## src/rtl/rsc_pkg.sv

```systemverilog
package rsc_pkg;
  localparam int RAILS = 4;

  typedef enum logic [1:0] {
    TM_BOOT  = 2'd0,
    TM_START = 2'd1,
    TM_PG    = 2'd2,
    TM_RETRY = 2'd3
  } tmode_e;

  // isolate the lowest set bit of a rail mask
  function automatic logic [RAILS-1:0] lowest_bit(input logic [RAILS-1:0] m);
    return m & (~m + RAILS'(1));
  endfunction
endpackage

```

## src/rtl/rsc_window_timer.sv

```systemverilog
module rsc_window_timer
  import rsc_pkg::*;
#(
  parameter int W = 8
) (
  input  logic         clk,
  input  logic         rst_n,
  input  logic         start_i,
  input  logic [W-1:0] len_i,
  input  tmode_e       mode_i,
  input  logic         abort_i,
  output logic         busy_o,
  output tmode_e       mode_o,
  output logic         done_o
);
  logic [W-1:0] cnt_q;
  logic         busy_q;
  tmode_e       mode_q;

  always_ff @(posedge clk or negedge rst_n) begin
    if (!rst_n) begin
      busy_q <= 1'b0;
      cnt_q  <= '0;
      mode_q <= TM_BOOT;
    end else if (start_i) begin
      busy_q <= 1'b1;
      cnt_q  <= len_i;
      mode_q <= mode_i;
    end else if (busy_q) begin
      cnt_q <= cnt_q - W'(1);
      if (abort_i || cnt_q == W'(1)) busy_q <= 1'b0;
    end
  end

  assign busy_o = busy_q;
  assign mode_o = mode_q;
  assign done_o = busy_q && (cnt_q == W'(1));


  window_end_chk: assert property (@(posedge clk) disable iff (!rst_n)
    (done_o && !start_i) |=> !busy_o);
endmodule

```

## src/rtl/rsc_persist.sv

```systemverilog
module rsc_persist #(
  parameter int LEN = 8
) (
  input  logic clk,
  input  logic rst_n,
  input  logic arm_i,
  input  logic level_i,
  output logic trip_o
);
  localparam int CW = $clog2(LEN + 1);
  logic [CW-1:0] cnt_q;

  always_ff @(posedge clk or negedge rst_n) begin
    if (!rst_n)                  cnt_q <= '0;
    else if (!(arm_i && level_i)) cnt_q <= '0;
    else if (cnt_q != CW'(LEN - 1)) cnt_q <= cnt_q + CW'(1);
  end

  assign trip_o = arm_i && level_i && (cnt_q == CW'(LEN - 1));


  held_level_chk: assert property (@(posedge clk) disable iff (!rst_n)
    trip_o |-> ($past(level_i) && $past(arm_i)));
endmodule

```

## src/rtl/rail_seq_ctrl.sv

```systemverilog
module rail_seq_ctrl
  import rsc_pkg::*;
#(
  parameter int TICK_PER_US = 250,
  parameter int BOOT_US     = 100000,
  parameter int START_TICKS = 2500,
  parameter int TRIP_US     = 22,
  parameter int PG_FILT_US  = 20
) (
  input  logic             clk,
  input  logic             rst_n,
  input  logic             card_absent,
  input  logic             pwr_cmd,
  input  logic             order_mode,
  input  logic             req_wr,
  input  logic [RAILS-1:0] req_bits,
  input  logic             pg_mon_off,
  input  logic             auto_retry,
  input  logic [RAILS-1:0] oc_hit,
  input  logic             ext_pgood,
  output logic [RAILS-1:0] rail_en,
  output logic [RAILS-1:0] oc_fault,
  output logic             pg_fault
);
  localparam int PG_TICKS    = 10 * START_TICKS;
  localparam int RETRY_TICKS = 50 * START_TICKS;
  localparam int BOOT_TICKS  = BOOT_US * TICK_PER_US;
  localparam int TRIP_TICKS  = TRIP_US * TICK_PER_US;
  localparam int PGF_TICKS   = PG_FILT_US * TICK_PER_US;
  localparam int LONGEST     = (BOOT_TICKS > RETRY_TICKS) ? BOOT_TICKS : RETRY_TICKS;
  localparam int TW          = $clog2(LONGEST + 1);
  localparam logic [RAILS-1:0] ALL = '1;

  logic             boot_q, cmd_q, absent_q, pg_run_q, pg_fault_q;
  logic [RAILS-1:0] req_q, en_q, arm_q, oc_fault_q;

  // timer wiring
  logic          t_start, t_abort, tm_busy, tm_done;
  logic [TW-1:0] t_len;
  tmode_e        t_mode, tm_mode;

  rsc_window_timer #(.W(TW)) u_tmr (
    .clk(clk), .rst_n(rst_n), .start_i(t_start), .len_i(t_len), .mode_i(t_mode),
    .abort_i(t_abort), .busy_o(tm_busy), .mode_o(tm_mode), .done_o(tm_done)
  );

  // per-rail breakers
  logic [RAILS-1:0] trips;
  for (genvar i = 0; i < RAILS; i++) begin : g_cb
    rsc_persist #(.LEN(TRIP_TICKS)) u_cb (
      .clk(clk), .rst_n(rst_n), .arm_i(arm_q[i] & en_q[i]),
      .level_i(oc_hit[i]), .trip_o(trips[i])
    );
  end

  // running power-good monitor (must exceed the filter time)
  logic pg_trip;
  rsc_persist #(.LEN(PGF_TICKS + 1)) u_pgf (
    .clk(clk), .rst_n(rst_n), .arm_i(pg_run_q & ~pg_mon_off & (|en_q)),
    .level_i(~ext_pgood), .trip_o(pg_trip)
  );

  // events
  logic cmd_rise, cmd_fall, card_fall, clr_evt, boot_end, pg_end, start_end, retry_end;
  assign cmd_rise  = pwr_cmd & ~cmd_q & ~boot_q;
  assign cmd_fall  = ~pwr_cmd & cmd_q;
  assign card_fall = ~card_absent & absent_q;
  assign boot_end  = tm_done && tm_mode == TM_BOOT;
  assign start_end = tm_done && tm_mode == TM_START;
  assign pg_end    = tm_done && tm_mode == TM_PG;
  assign retry_end = tm_done && tm_mode == TM_RETRY;
  assign clr_evt   = cmd_fall | card_fall | retry_end;

  logic [RAILS-1:0] oc_fault_n, req_n, target, en_n, arm_n, need;
  logic             pg_fault_n, fault_now, drop, pg_run_n;

  always_comb begin
    oc_fault_n = (clr_evt ? '0 : oc_fault_q) | trips;
    pg_fault_n = (clr_evt ? 1'b0 : pg_fault_q) | pg_trip | (pg_end & ~ext_pgood);
    fault_now  = (|oc_fault_n) | pg_fault_n;

    req_n = req_q;
    if (cmd_fall)                          req_n = '0;
    else if (cmd_rise || (boot_end && pwr_cmd)) req_n = order_mode ? ALL : RAILS'(1);
    else if (req_wr)                       req_n = req_bits;

    target = (!boot_q && !card_absent && !fault_now) ? req_q : '0;
    need   = target & ~en_q;
    drop   = |(en_q & ~target);
    en_n   = en_q & target;

    t_start = 1'b0;
    t_len   = TW'(START_TICKS);
    t_mode  = TM_START;
    t_abort = tm_busy && ((drop && (tm_mode == TM_START || tm_mode == TM_PG)) ||
                          (tm_mode == TM_RETRY && !fault_now));

    if (boot_q) begin
      if (!tm_busy) begin
        t_start = 1'b1;
        t_len   = TW'(BOOT_TICKS);
        t_mode  = TM_BOOT;
      end
    end else if (!drop && !tm_busy) begin
      if (fault_now) begin
        if (auto_retry && en_q == '0) begin
          t_start = 1'b1;
          t_len   = TW'(RETRY_TICKS);
          t_mode  = TM_RETRY;
        end
      end else if (need != '0) begin
        en_n    = en_q | (order_mode ? lowest_bit(need) : need);
        t_start = 1'b1;
      end else if (en_q != '0 && !pg_run_q) begin
        t_start = 1'b1;
        t_len   = TW'(PG_TICKS);
        t_mode  = TM_PG;
      end
    end

    arm_n    = (arm_q | (start_end ? en_q : '0)) & en_n;
    pg_run_n = (drop || en_n == '0) ? 1'b0 : (pg_run_q | (pg_end & ext_pgood));
  end

  always_ff @(posedge clk or negedge rst_n) begin
    if (!rst_n) begin
      boot_q     <= 1'b1;
      cmd_q      <= 1'b0;
      absent_q   <= 1'b1;
      req_q      <= '0;
      en_q       <= '0;
      arm_q      <= '0;
      oc_fault_q <= '0;
      pg_fault_q <= 1'b0;
      pg_run_q   <= 1'b0;
    end else begin
      boot_q     <= boot_q & ~boot_end;
      cmd_q      <= pwr_cmd;
      absent_q   <= card_absent;
      req_q      <= req_n;
      en_q       <= en_n;
      arm_q      <= arm_n;
      oc_fault_q <= oc_fault_n;
      pg_fault_q <= pg_fault_n;
      pg_run_q   <= pg_run_n;
    end
  end

  assign rail_en  = en_q;
  assign oc_fault = oc_fault_q;
  assign pg_fault = pg_fault_q;


  card_off_chk: assert property (@(posedge clk) disable iff (!rst_n)
    card_absent |=> rail_en == '0);


  one_rail_step_chk: assert property (@(posedge clk) disable iff (!rst_n)
    order_mode |=> $countones(rail_en & ~$past(rail_en)) <= 1);


  trip_off_chk: assert property (@(posedge clk) disable iff (!rst_n)
    (|trips) |=> (rail_en == '0) && (oc_fault != '0));


  fault_off_chk: assert property (@(posedge clk) disable iff (!rst_n)
    ((|oc_fault) || pg_fault) |-> rail_en == '0);
endmodule

```

## config.mk

```make
export PLATFORM = sky130hd
export DESIGN_NAME = rail_seq_ctrl
export DESIGN_NICKNAME = d
export VERILOG_FILES = /design/src/rtl/rsc_pkg.sv /design/src/rtl/rsc_window_timer.sv /design/src/rtl/rsc_persist.sv /design/src/rtl/rail_seq_ctrl.sv
export SDC_FILE = /design/constraint.sdc
export NUM_CORES = 1
export LEC_CHECK = 0
export BUFFER_PORTS_ARGS = -buffer_cell sky130_fd_sc_hd__buf_2
export CAP_MARGIN = 10
export CELL_PAD_IN_SITES_DETAIL_PLACEMENT = 0
export CELL_PAD_IN_SITES_GLOBAL_PLACEMENT = 1
export CORE_ASPECT_RATIO = 1.1
export CORE_MARGIN = 1
export CORE_UTILIZATION = 44
export CTS_BUF_LIST = sky130_fd_sc_hd__clkbuf_16
export CTS_CLUSTER_DIAMETER = 100
export DETAILED_ROUTE_END_ITERATION = 12
export PLACE_DENSITY = 0.78
export SYNTH_ARGS = -nofsm -noshare
export SYNTH_HDL_FRONTEND = slang
export SYNTH_HIERARCHICAL = 1
export SYNTH_SLANG_ARGS = --single-unit
```

## constraint.sdc

```tcl
create_clock -name clk -period 3.6 [get_ports clk]
set_clock_uncertainty 0.15 [all_clocks]
set_input_delay 0.18 -clock clk [delete_from_list [all_inputs] [get_ports clk]]
set_output_delay 0.18 -clock clk [all_outputs]
set_load 0.01 [all_outputs]
```

==> results of run 1 <==
-- final timing paths --
path / start / end / slack, ns
setup / recovery: g_cb[3].u_cb/cnt_q[1]$_DFFE_PN0P_ / u_tmr/mode_o[1]$_DFFE_PN0P_ / 0.06
hold / removal: req_wr / req_q[0]$_DFFE_PN0P_ / 0.02
setup reg to reg: g_cb[3].u_cb/cnt_q[1]$_DFFE_PN0P_ / u_tmr/mode_o[1]$_DFFE_PN0P_ / 0.06
hold reg to reg: arm_q[0]$_DFF_PN0_ / arm_q[0]$_DFF_PN0_ / 0.36
max in group asynchronous: rst_n / u_tmr/cnt_q[16]$_DFFE_PN0P_ / 2.31
min in group asynchronous: rst_n / g_cb[3].u_cb/cnt_q[6]$_DFFE_PN0P_ / 0.17
-- layer usage --
metal / vias to the layer above / share of wire, % / GRT usage [%]
li1: 2749 / - / -
met1: 2834 / 44 / 26.34
met2: 128 / 51 / 37.54
met3: 22 / 3.8 / 4.754
met4: 0 / 1.5 / 9.050
met5: - / 0 / 0
-- repair_timing --
item | in CTS | in global routing
gates resized for setup | 9 | 29
endpoints found under the setup margin | 14 | 28
hold buffers | 10 | 0
endpoints found under the hold margin | 50 | 0
buffers inserted | 8 | 13
cloned | 2 | 2
pin swaps | 3 | 16
-- stage by stage --
step,cells,TNS [ns],util [%]
after CTS,979,0,54.18
after floorplan,694,0,-
after detailed placement,928,-0.06219,49.28
final,994,0,55.91
after global placement,928,0,49.28
after global routing,994,-0.6002,55.91
-- kinds of logic after synthesis --
logic type / synth area share [%]
simple gates: 28.26
compound gates: 15.56
buf+inv: 3.856
fa+ha+maj: 2.313
other cells: 0.05778
flops: 43.99
xor+xnor: 2.834
mux: 3.123
-- sequential cells by signal, summed over array words and instances, names as in the netlist --
| name | count |
|---|---|
| pg_fault | 1 |
| req_q | 4 |
| absent_q | 1 |
| oc_fault | 4 |
| u_tmr/cnt_q | 25 |
| rail_en | 4 |
| cmd_q | 1 |
| boot_q | 1 |
| u_tmr/mode_o | 2 |
| u_tmr/busy_o | 1 |
| u_pgf/cnt_q | 13 |
| g_cb.u_cb/cnt_q | 52 |
| pg_run_q | 1 |
| arm_q | 4 |
-- cells in the final DEF (no fill, tap or decap), types with 8 or more instances in the layout --
cell type / Yosys / routed
a21oi_1: 48 / 47
ha_1: 12 / 8
nand3_1: 25 / 23
or4_1: 21 / 20
clkbuf_16: 0 / 18
nand2_1: 71 / 68
nand2b_1: 10 / 10
mux2i_1: 18 / 18
o21ai_0: 34 / 34
xor2_1: 9 / 9
a31oi_1: 15 / 15
nand4_1: 17 / 17
nand3b_1: 10 / 10
buf_4: 1 / 54
nor2_1: 37 / 35
o31ai_1: 25 / 24
buf_2: 2 / 24
dlygate4sd3_1: 0 / 10
dfrtp_1: 112 / 110
inv_1: 35 / 38
nor4_1: 18 / 15
or3_1: 26 / 25
xnor2_1: 12 / 12
-- power by group through the flow --
stage	Sequential, mW	Combinational (mW)	Clock, mW
6_report	1.44	0.368	1.48
5_1_grt	1.45	0.409	1.57
4_1_cts	1.43	0.337	1.51
3_5_place_dp	1.45	0.319	0
3_3_place_gp	1.45	0.312	0
2_1_floorplan	1.44	0.196	0
-- worst max-delay path: stages, from the launching register on --
cell and delay (ns):
dfrtp_2 0.44, ha_4 0.18, nand2_2 0.08, nor4_4 0.07, and2_2 0.21, or4_4 0.59, nor3_4 0.26, o2111ai_2 0.19
a22oi_2 0.24, nand3_2 0.13, o31ai_4 0.28, buf_12 0.15, buf_12 0.12, mux2_2 0.33
-- area by class of cell --
type / count / area [um^2]
flip-flops and latches: 114 / 2858
repair inverters: 3 / 22.52
fillers: 1273 / 6344
well taps: 192 / 240.2
clock inverters: 14 / 85.08
clock buffers: 17 / 425.4
multi-input cells: 523 / 3527
inverters: 36 / 138.9
repair buffers: 95 / 748.2
==> results.yml, run 1 <==
timing:
  clock.fmax_mhz: 282.2
  min_period_ns: 3.544
  slew_headroom_pct: 48.12
  period_share_pct: 98.43
  hold_viol: 0
  maxSlewViolCount: 0
  setup_viol: 0
  tightest_slew_ns: 0.7782
  setup_ws_ns: 0.05641
  whs_ns: 0.02276
route:
  wl_per_cell_um: 16.11
  first_pass_iters: 7
  antenna_left: 0
  remaining_drc_errors: 0
  vias_per_cell: 5.768
  detailroute.via_count: 5733
  drtIter0Drc: 368
  drt-total-wl_mm: 16.01
synth:
  yosysTopAreaCellShare_pct: 43.18
  synth-edff-count: 0
  synth.most_common_cell: "dfrtp_1"
  ys_ff_latch: 114
  async_flop_share_pct: 100.0
  syn_inst: 688
  synth_top_area_cell: "dfrtp_1"
  synth-main-ff-cell: "dfrtp_1"
  ys_types: 73
  syn_area_um2: 6490
  synth_area_per_cell_um2: 9.433
  yosys_warnings: 6
  ys_seq_area_share_pct: 43.99
  synth_top_cells_by_area: "dfrtp_1 (43%), nand2_1 (4.1%), a21oi_1 (3.7%), o31ai_1 (2.9%), mux2i_1 (2.8%)"
  ys_top_cells_by_count: "dfrtp_1 (112), nand2_1 (71), a21oi_1 (48), nor2_1 (37), inv_1 (35)"
clock_tree:
  ctsHtreeMaxLevel: 4
  clockRootBuffer: "clkbuf_16"
  clock-sinks: 114
  clk-insertion-delay-late_ns: 0.42
  cts_buffers: 17
  clockBufferDepth: 2
  tritoncts: "built"
  clk_pin_slew_ns: 0.05
power_and_ir_drop:
  power.leakage_nw: 3.184
  power_frac_comb_pct: 11.2
  powerDensity_nw_per_um2: 408.2
  p_switching_mw: 0.8443
  power_frac_seq_pct: 43.8
  clockPowerShare_pct: 45.0
  power_mw: 3.284
  vdd_drop_max_mv: 0.3609
  swShare_pct: 25.71
  p_int_mw: 2.439
floorplanning:
  die_h_um: 129.4
  dieArea_um2: 15240
  die_x_um: 117.8
  initial_core_util_pct: 45.10
  boundaryPins: 26
  core-area_um2: 14390
  num_rows: 46
place:
  post-place-ws_ns: -0.02293
  dpl_cell_area_um2: 7091
  port-buffer-count: 25
  finalWeightedCongestion: 0.8432
  dp_hpwl_mm: 10.80
worst_setup_path:
  crit_arrival_ns: 3.69
  ff2ff_path_depth: 13
  crit_type: "reg2reg"
  crit_path_start_kind: "flop"
  crit_path_max_fanout: 8
  worstPathRequired_ns: 3.75
  worst_setup_path_end_kind: "flop"
global_route:
  grt_first_pass_wirelength_mm: 26.43
  grt.total_usage_pct: 21.70
  grt_antenna_before_repair: 0
  grt_pass1_vias: 5587
  grt_max_degree: 69
  globalRouteOverflowTotal: 0
final_layout:
  drive_above_1_share_pct: 22.69
  fin_area_um2: 8045
  syn2layout_area_growth_pct: 23.96
  fin_nets: 819
  antenna_cells: 0
min_path:
  whs_path_depth: 3
  hp-class: "in2reg"
job:
  drv_cap: 0
status:
  status: "finished, final reports clean"
Note: power is estimated with default switching activity, not from simulation.
==> inputs of run 2 (changes only) <==
Settings changed: REMOVE_ABC_BUFFERS from default to 1, SLEW_MARGIN from default to 20.
==> run 2 against run 1 <==
Net effect:
- utilization is 1.2 points lower
- power is 0.92% lower
- first-iteration DRC count is 10% lower
- via count is 4.0% lower
- largest cell class unchanged
- die area stayed put
- maximum frequency is 1.1% higher
- critical path depth is 1 lower
- register-to-register slack better by 0.04 ns
==> results.yml, run 2 (synthesis gave the netlist of run 1 again) <==
status:
  status: "finished, final reports clean"
global_route:
  grt_first_pass_wirelength_mm: 25.32
  grt_antenna_before_repair: 0
  globalRouteOverflowTotal: 0
  grt_max_degree: 69
  grt_pass1_vias: 5494
  grt.total_usage_pct: 20.69
worst_setup_path:
  r2r_setup_slack_ns: 0.1
  critical_path_buf_inv_count: 2
  max_stage_delay_ns: 0.56
  worst_path_max_delay_cell: "or4_4"
  crit_path_start_kind: "flop"
  ff2ff_path_depth: 12
  crit_type: "reg2reg"
  worstPathRequired_ns: 3.74
  cp_cell_sequence: "or4_4 > nor3_4 > nand3b_1 > nor2_2 > a221o_1 > buf_4 > o211ai_2 > or2_4 > o21a_1 > o31ai_4 > buf_4 > mux2_2"
  worst_setup_path_end_kind: "flop"
  rr_startpoint: "u_tmr/cnt_q[5]$_DFFE_PN0P_"
  crit_arrival_ns: 3.65
  path_delay_family: "simple AND/OR/NAND/NOR gates"
  rr_endpoint: "u_tmr/mode_o[0]$_DFFE_PN0P_"
  crit_path_max_fanout: 5
  crit_top_cell: "buf_4"
  cp.depth: 12
clock_tree:
  clock-sinks: 114
  clockRootBuffer: "clkbuf_16"
  cts_buffers: 17
  clk-insertion-delay-late_ns: 0.41
  ctsHtreeMaxLevel: 4
  tritoncts: "built"
  clockBufferDepth: 2
  clk_pin_slew_ns: 0.05
power_and_ir_drop:
  swShare_pct: 24.95
  power_frac_comb_pct: 11.6
  power_frac_seq_pct: 43.8
  power.leakage_nw: 3.142
  p_int_mw: 2.442
  p_switching_mw: 0.8117
  power_mw: 3.253
  vdd_drop_max_mv: 0.2928
  clockPowerShare_pct: 44.6
  powerDensity_nw_per_um2: 413.4
floorplanning:
  boundaryPins: 26
  dieArea_um2: 15240
  die_x_um: 117.8
  initial_core_util_pct: 45.10
  die_h_um: 129.4
  num_rows: 46
  core-area_um2: 14390
timing:
  setup_viol: 0
  min_period_ns: 3.505
  period_share_pct: 97.36
  slew_headroom_pct: 41.47
  hold_viol: 0
  maxSlewViolCount: 0
  clock.fmax_mhz: 285.3
  tns_ns: 0
  tightest_slew_ns: 0.8780
final_layout:
  top_regs: "g_cb.u_cb/cnt_q x52, u_tmr/cnt_q x25, u_pgf/cnt_q x13"
  mostFrequentLayoutCells: "dfrtp_1 (112), nand2_1 (71), buf_4 (55), a21oi_1 (48), inv_1 (37)"
  fin_area_um2: 7869
  syn2layout_area_growth_pct: 21.25
  fin_nets: 810
  mostFrequentLayoutCell: "dfrtp_1"
  top_register: "g_cb.u_cb/cnt_q"
  drive_above_1_share_pct: 19.55
  largest_register_ffs: 52
  antenna_cells: 0
place:
  dpl_cell_area_um2: 7199
  finalWeightedCongestion: 0.8337
  dp_hpwl_mm: 10.53
  port-buffer-count: 25
route:
  antenna_left: 0
  first_pass_iters: 4
  vias_per_cell: 5.586
  drtIter0Drc: 330
  wl_per_cell_um: 14.85
  detailroute.via_count: 5502
  remaining_drc_errors: 0
  drt-total-wl_mm: 14.63
min_path:
  hold_end: "req_q[2]$_DFFE_PN0P_"
  hp-class: "in2reg"
  whs_path_depth: 3
  worstHoldStart: "req_wr"
job:
  drv_cap: 0
-- run 2: changes by cell type in the layout (fill, tap and decap cells not counted), moves of 3 or more --
cell | before | now
nand2_1 | 68 | 71
clkinvlp_4 | 4 | 0
clkinv_1 | 3 | 7
dlygate4sd3_1 | 10 | 7
ha_2 | 3 | 0
ha_1 | 8 | 12
nand2_2 | 4 | 1
-- run 2: per-layer routing --
layer / global-route usage (%) / share of wire, % / wire, um / up-vias
met4: 8.220 / 1.1 / 155 / 0
met1: 25.05 / 46 / 6684 / 2695
met3: 4.710 / 3.1 / 452 / 12
li1: - / - / - / 2724
met5: 0 / 0 / 0 / -
met2: 35.92 / 50 / 7337 / 71
-- run 2: through the flow --
step                cells  worst slack, ns  hold slack, ns  util (%)
floorplan             673           -2.367         -0.2656         -
global placement      941         0.001788          0.1693     50.03
detailed placement    941          -0.1090          0.1726     50.03
CTS                   979          0.03068        0.005392     54.10
global route          985         -0.07107         0.03089     54.69
finish                985          0.09505         0.02739     54.69
-- run 2: timing repair --
action / in CTS / in global routing
hold buffers: 7 / 0
gates resized for setup: 2 / 8
pin swaps: 1 / 5
hold endpoints to repair: 71 / 0
setup endpoints to repair: 25 / 29
buffers inserted: 0 / 6
-- run 2: cell type report --
cell class,instances,area [um^2]
fill,1287,6520
multi-input combinational,523,3467
sequential,114,2855
timing repair buffer,89,663.1
clock buffer,17,425.4
tap,192,240.2
inverter,36,135.1
clock inverter,14,82.58
-- run 2: power by group through the flow --
stage               Clock, mW  Sequential (mW)  Combinational, mW
CTS                      1.50             1.42              0.362
detailed placement          0             1.44              0.352
floorplan                   0             1.44              0.189
global route             1.55             1.44              0.426
finish                   1.45             1.42              0.377
global placement            0             1.44              0.345
-- run 2: how the worst max path moves through the flow --
stage	startpoint	to	slack, ns
after detailed placement	u_tmr/cnt_q[5]$_DFFE_PN0P_	u_tmr/mode_o[0]$_DFFE_PN0P_	-0.11
after floorplan	u_tmr/cnt_q[5]$_DFFE_PN0P_	u_tmr/cnt_q[22]$_DFFE_PN0P_	-2.37
after global placement	u_tmr/cnt_q[5]$_DFFE_PN0P_	u_tmr/mode_o[0]$_DFFE_PN0P_	0.002
after global routing	u_tmr/cnt_q[5]$_DFFE_PN0P_	u_tmr/mode_o[1]$_DFFE_PN0P_	-0.07
final	u_tmr/cnt_q[5]$_DFFE_PN0P_	u_tmr/mode_o[0]$_DFFE_PN0P_	0.1
after CTS	u_tmr/cnt_q[5]$_DFFE_PN0P_	u_tmr/mode_o[0]$_DFFE_PN0P_	0.03
-- run 2: worst register-to-register path: cells and delay by family (launching register included) --
kind / cells / cell delay [ns]
AO/OA/AOI/OAI: 4 / 0.86
flip-flops: 1 / 0.38
AND/OR/NAND/NOR: 5 / 1.34
multiplexers: 1 / 0.32
buffers and inverters: 2 / 0.34
==> inputs of run 3 (changes only) <==
Settings changed: BUFFER_PORTS_ARGS -buffer_cell sky130_fd_sc_hd__buf_2 to -buffer_cell sky130_fd_sc_hd__buf_4.
==> run 3 against run 2 <==
Net effect:
- count of clock-buffer cells in the layout did not move
- setup slack improved by 0.040 ns
- sequential share of layout area fell by 0.95 points
- flip-flop and latch count did not move
- sequential power barely moved
- via count rose by 2.6%
- utilization rose by 1.5 points
- critical path depth rose by 2
- cell area rose by 2.7%
- die area did not move
- combinational power rose by 5.6%
- maximum frequency rose by 1.1%
- critical path type unchanged
- critical endpoint is now u_tmr/cnt_q[7]$_DFFE_PN0P_
==> results.yml, run 3 (synthesis gave the netlist of run 1 again) <==
floorplanning:
  die_x_um: 117.8
  num_rows: 46
  core-area_um2: 14390
  initial_core_util_pct: 45.10
  dieArea_um2: 15240
  die_h_um: 129.4
  boundaryPins: 26
timing:
  clock.fmax_mhz: 288.6
  setup_viol: 0
  whs_ns: 0.09864
  slew_headroom_pct: 39.21
  hold_viol: 0
  tightest_slew_ns: 0.9118
  period_share_pct: 96.26
  maxSlewViolCount: 0
  min_period_ns: 3.465
place:
  placed_cells: 943
  port-buffer-count: 25
  dp_hpwl_mm: 10.78
  finalWeightedCongestion: 0.8712
route:
  vias_per_cell: 5.652
  detailroute.via_count: 5646
  antenna_left: 0
  first_pass_iters: 5
  wl_per_cell_um: 15.59
  remaining_drc_errors: 0
  drtIter0Drc: 566
  drt-total-wl_mm: 15.57
min_path:
  hp-class: "in2reg"
  worstHoldStart: "ext_pgood"
  whs_path_depth: 5
  hold_end: "u_pgf/cnt_q[2]$_DFFE_PN0P_"
power_and_ir_drop:
  powerDensity_nw_per_um2: 407.3
  power.leakage_nw: 3.216
  power_mw: 3.292
  vdd_drop_max_mv: 0.4434
worst_setup_path:
  ff2ff_path_depth: 14
  rr_startpoint: "g_cb[0].u_cb/cnt_q[1]$_DFFE_PN0P_"
  worst_path_max_delay_cell: "or4_4"
  max_stage_delay_ns: 0.59
  rr_endpoint: "u_tmr/cnt_q[7]$_DFFE_PN0P_"
  worst_setup_path_end_kind: "flop"
  crit_top_cell: "buf_12"
  crit_path_max_fanout: 14
  worstPathRequired_ns: 3.75
  crit_start: "g_cb[0].u_cb/cnt_q[1]$_DFFE_PN0P_"
  crit_arrival_ns: 3.61
  crit_path_start_kind: "flop"
  cp_cell_sequence: "ha_2 > nand2_1 > nor4_4 > and2_2 > or4_4 > nor3_4 > o211ai_2 > or2_4 > o21a_1 > o31ai_4 > buf_12 > buf_12 > a21oi_1 > a21o_1"
  crit_type: "reg2reg"
  r2r_setup_slack_ns: 0.13
global_route:
  grt_pass1_vias: 5637
  grt_first_pass_wirelength_mm: 26.70
  globalRouteOverflowTotal: 0
  grt.total_usage_pct: 21.83
  grt_antenna_before_repair: 0
  grt_max_degree: 71
  grt_util_met2_pct: 38.41
  use_met1_pct: 26.52
  grt_util_met3_pct: 5.062
  top_usage_layer: "met2"
final_layout:
  largest_register_ffs: 52
  mostFrequentLayoutCells: "dfrtp_1 (111), buf_4 (85), nand2_1 (70), a21oi_1 (48), inv_1 (37)"
  top_regs: "g_cb.u_cb/cnt_q x52, u_tmr/cnt_q x25, u_pgf/cnt_q x13"
  drive_above_1_share_pct: 20.57
  syn2layout_area_growth_pct: 24.54
  fin_nets: 825
  top_register: "g_cb.u_cb/cnt_q"
  nFillCells: 1289
  mostFrequentLayoutCell: "dfrtp_1"
  final_cells: 999
  antenna_cells: 0
clock_tree:
  clock-sinks: 114
  clockRootBuffer: "clkbuf_16"
  clockBufferDepth: 2
  clk_pin_slew_ns: 0.05
  cts_buffers: 17
  tritoncts: "built"
  clk-insertion-delay-late_ns: 0.42
  ctsHtreeMaxLevel: 4
job:
  drv_cap: 0
status:
  status: "finished, final reports clean"
[run 3: stage by stage]
stage / setup slack (ns) / setup TNS, ns / cell area [um^2] / util [%]
2_1_floorplan: -2.367 / -52.41 / 6397 / -
4_1_cts: 0.009027 / 0 / 7954 / 55.28
6_report: 0.1347 / 0 / 8083 / 56.17
3_3_place_gp: 0.06652 / 0 / 7287 / 50.64
3_5_place_dp: -0.07661 / -0.5907 / 7287 / 50.64
5_1_grt: -0.04581 / -0.1657 / 8083 / 56.17
[run 3: metal layers]
| layer | wire length (um) | share of wire [%] |
|---|---|---|
| met1 | 6827 | 44 |
| met2 | 7942 | 51 |
| met3 | 594 | 3.8 |
| met4 | 208 | 1.3 |
| met5 | 0 | 0 |
[run 3: report_power, final]
part	switching [mW]	leakage [nW]	internal [mW]
combinational	0.208	1.44	0.190
sequential	0.0740	1.52	1.35
clock	0.559	0.259	0.911
total	0.840	3.22	2.45
[run 3: cell type report]
type                            instances  area, um^2  share of cell area [%]
Inverter                               36       135.1                   1.672
Clock buffer                           17       425.4                   5.263
Tap cell                              192       240.2                   2.972
Sequential cell                       114        2856                   35.34
Clock inverter                         13       80.08                  0.9907
Multi-Input combinational cell        523        3477                   43.02
Timing Repair Buffer                  104       868.3                   10.74
[run 3: how the worst max path moves through the flow]
stage,to,slack (ns),cells past startpoint
floorplan,u_tmr/cnt_q[22]$_DFFE_PN0P_,-2.37,12
global placement,u_tmr/mode_o[1]$_DFFE_PN0P_,0.07,11
detailed placement,u_tmr/cnt_q[22]$_DFFE_PN0P_,-0.08,13
CTS,u_tmr/cnt_q[7]$_DFFE_PN0P_,0.009,13
global route,u_tmr/cnt_q[13]$_DFFE_PN0P_,-0.05,15
finish,u_tmr/cnt_q[7]$_DFFE_PN0P_,0.13,14
[run 3: critical path: cells and delay by family (launching register included)]
family | cells | cell delay [ns]
AOI/OAI and AO/OA | 5 | 0.79
adders and majority gates | 1 | 0.20
buffers and inverters | 2 | 0.29
DFF | 1 | 0.40
and+or+nand+nor | 6 | 1.52
[run 3: repair_timing]
item                                    in CTS  in global routing
pin swaps                                    1                  7
hold buffers                                15                  0
setup buffers                                0                 11
hold endpoints to repair                    74                  0
gates resized for setup                      2                 12
endpoints found under the setup margin      15                 33
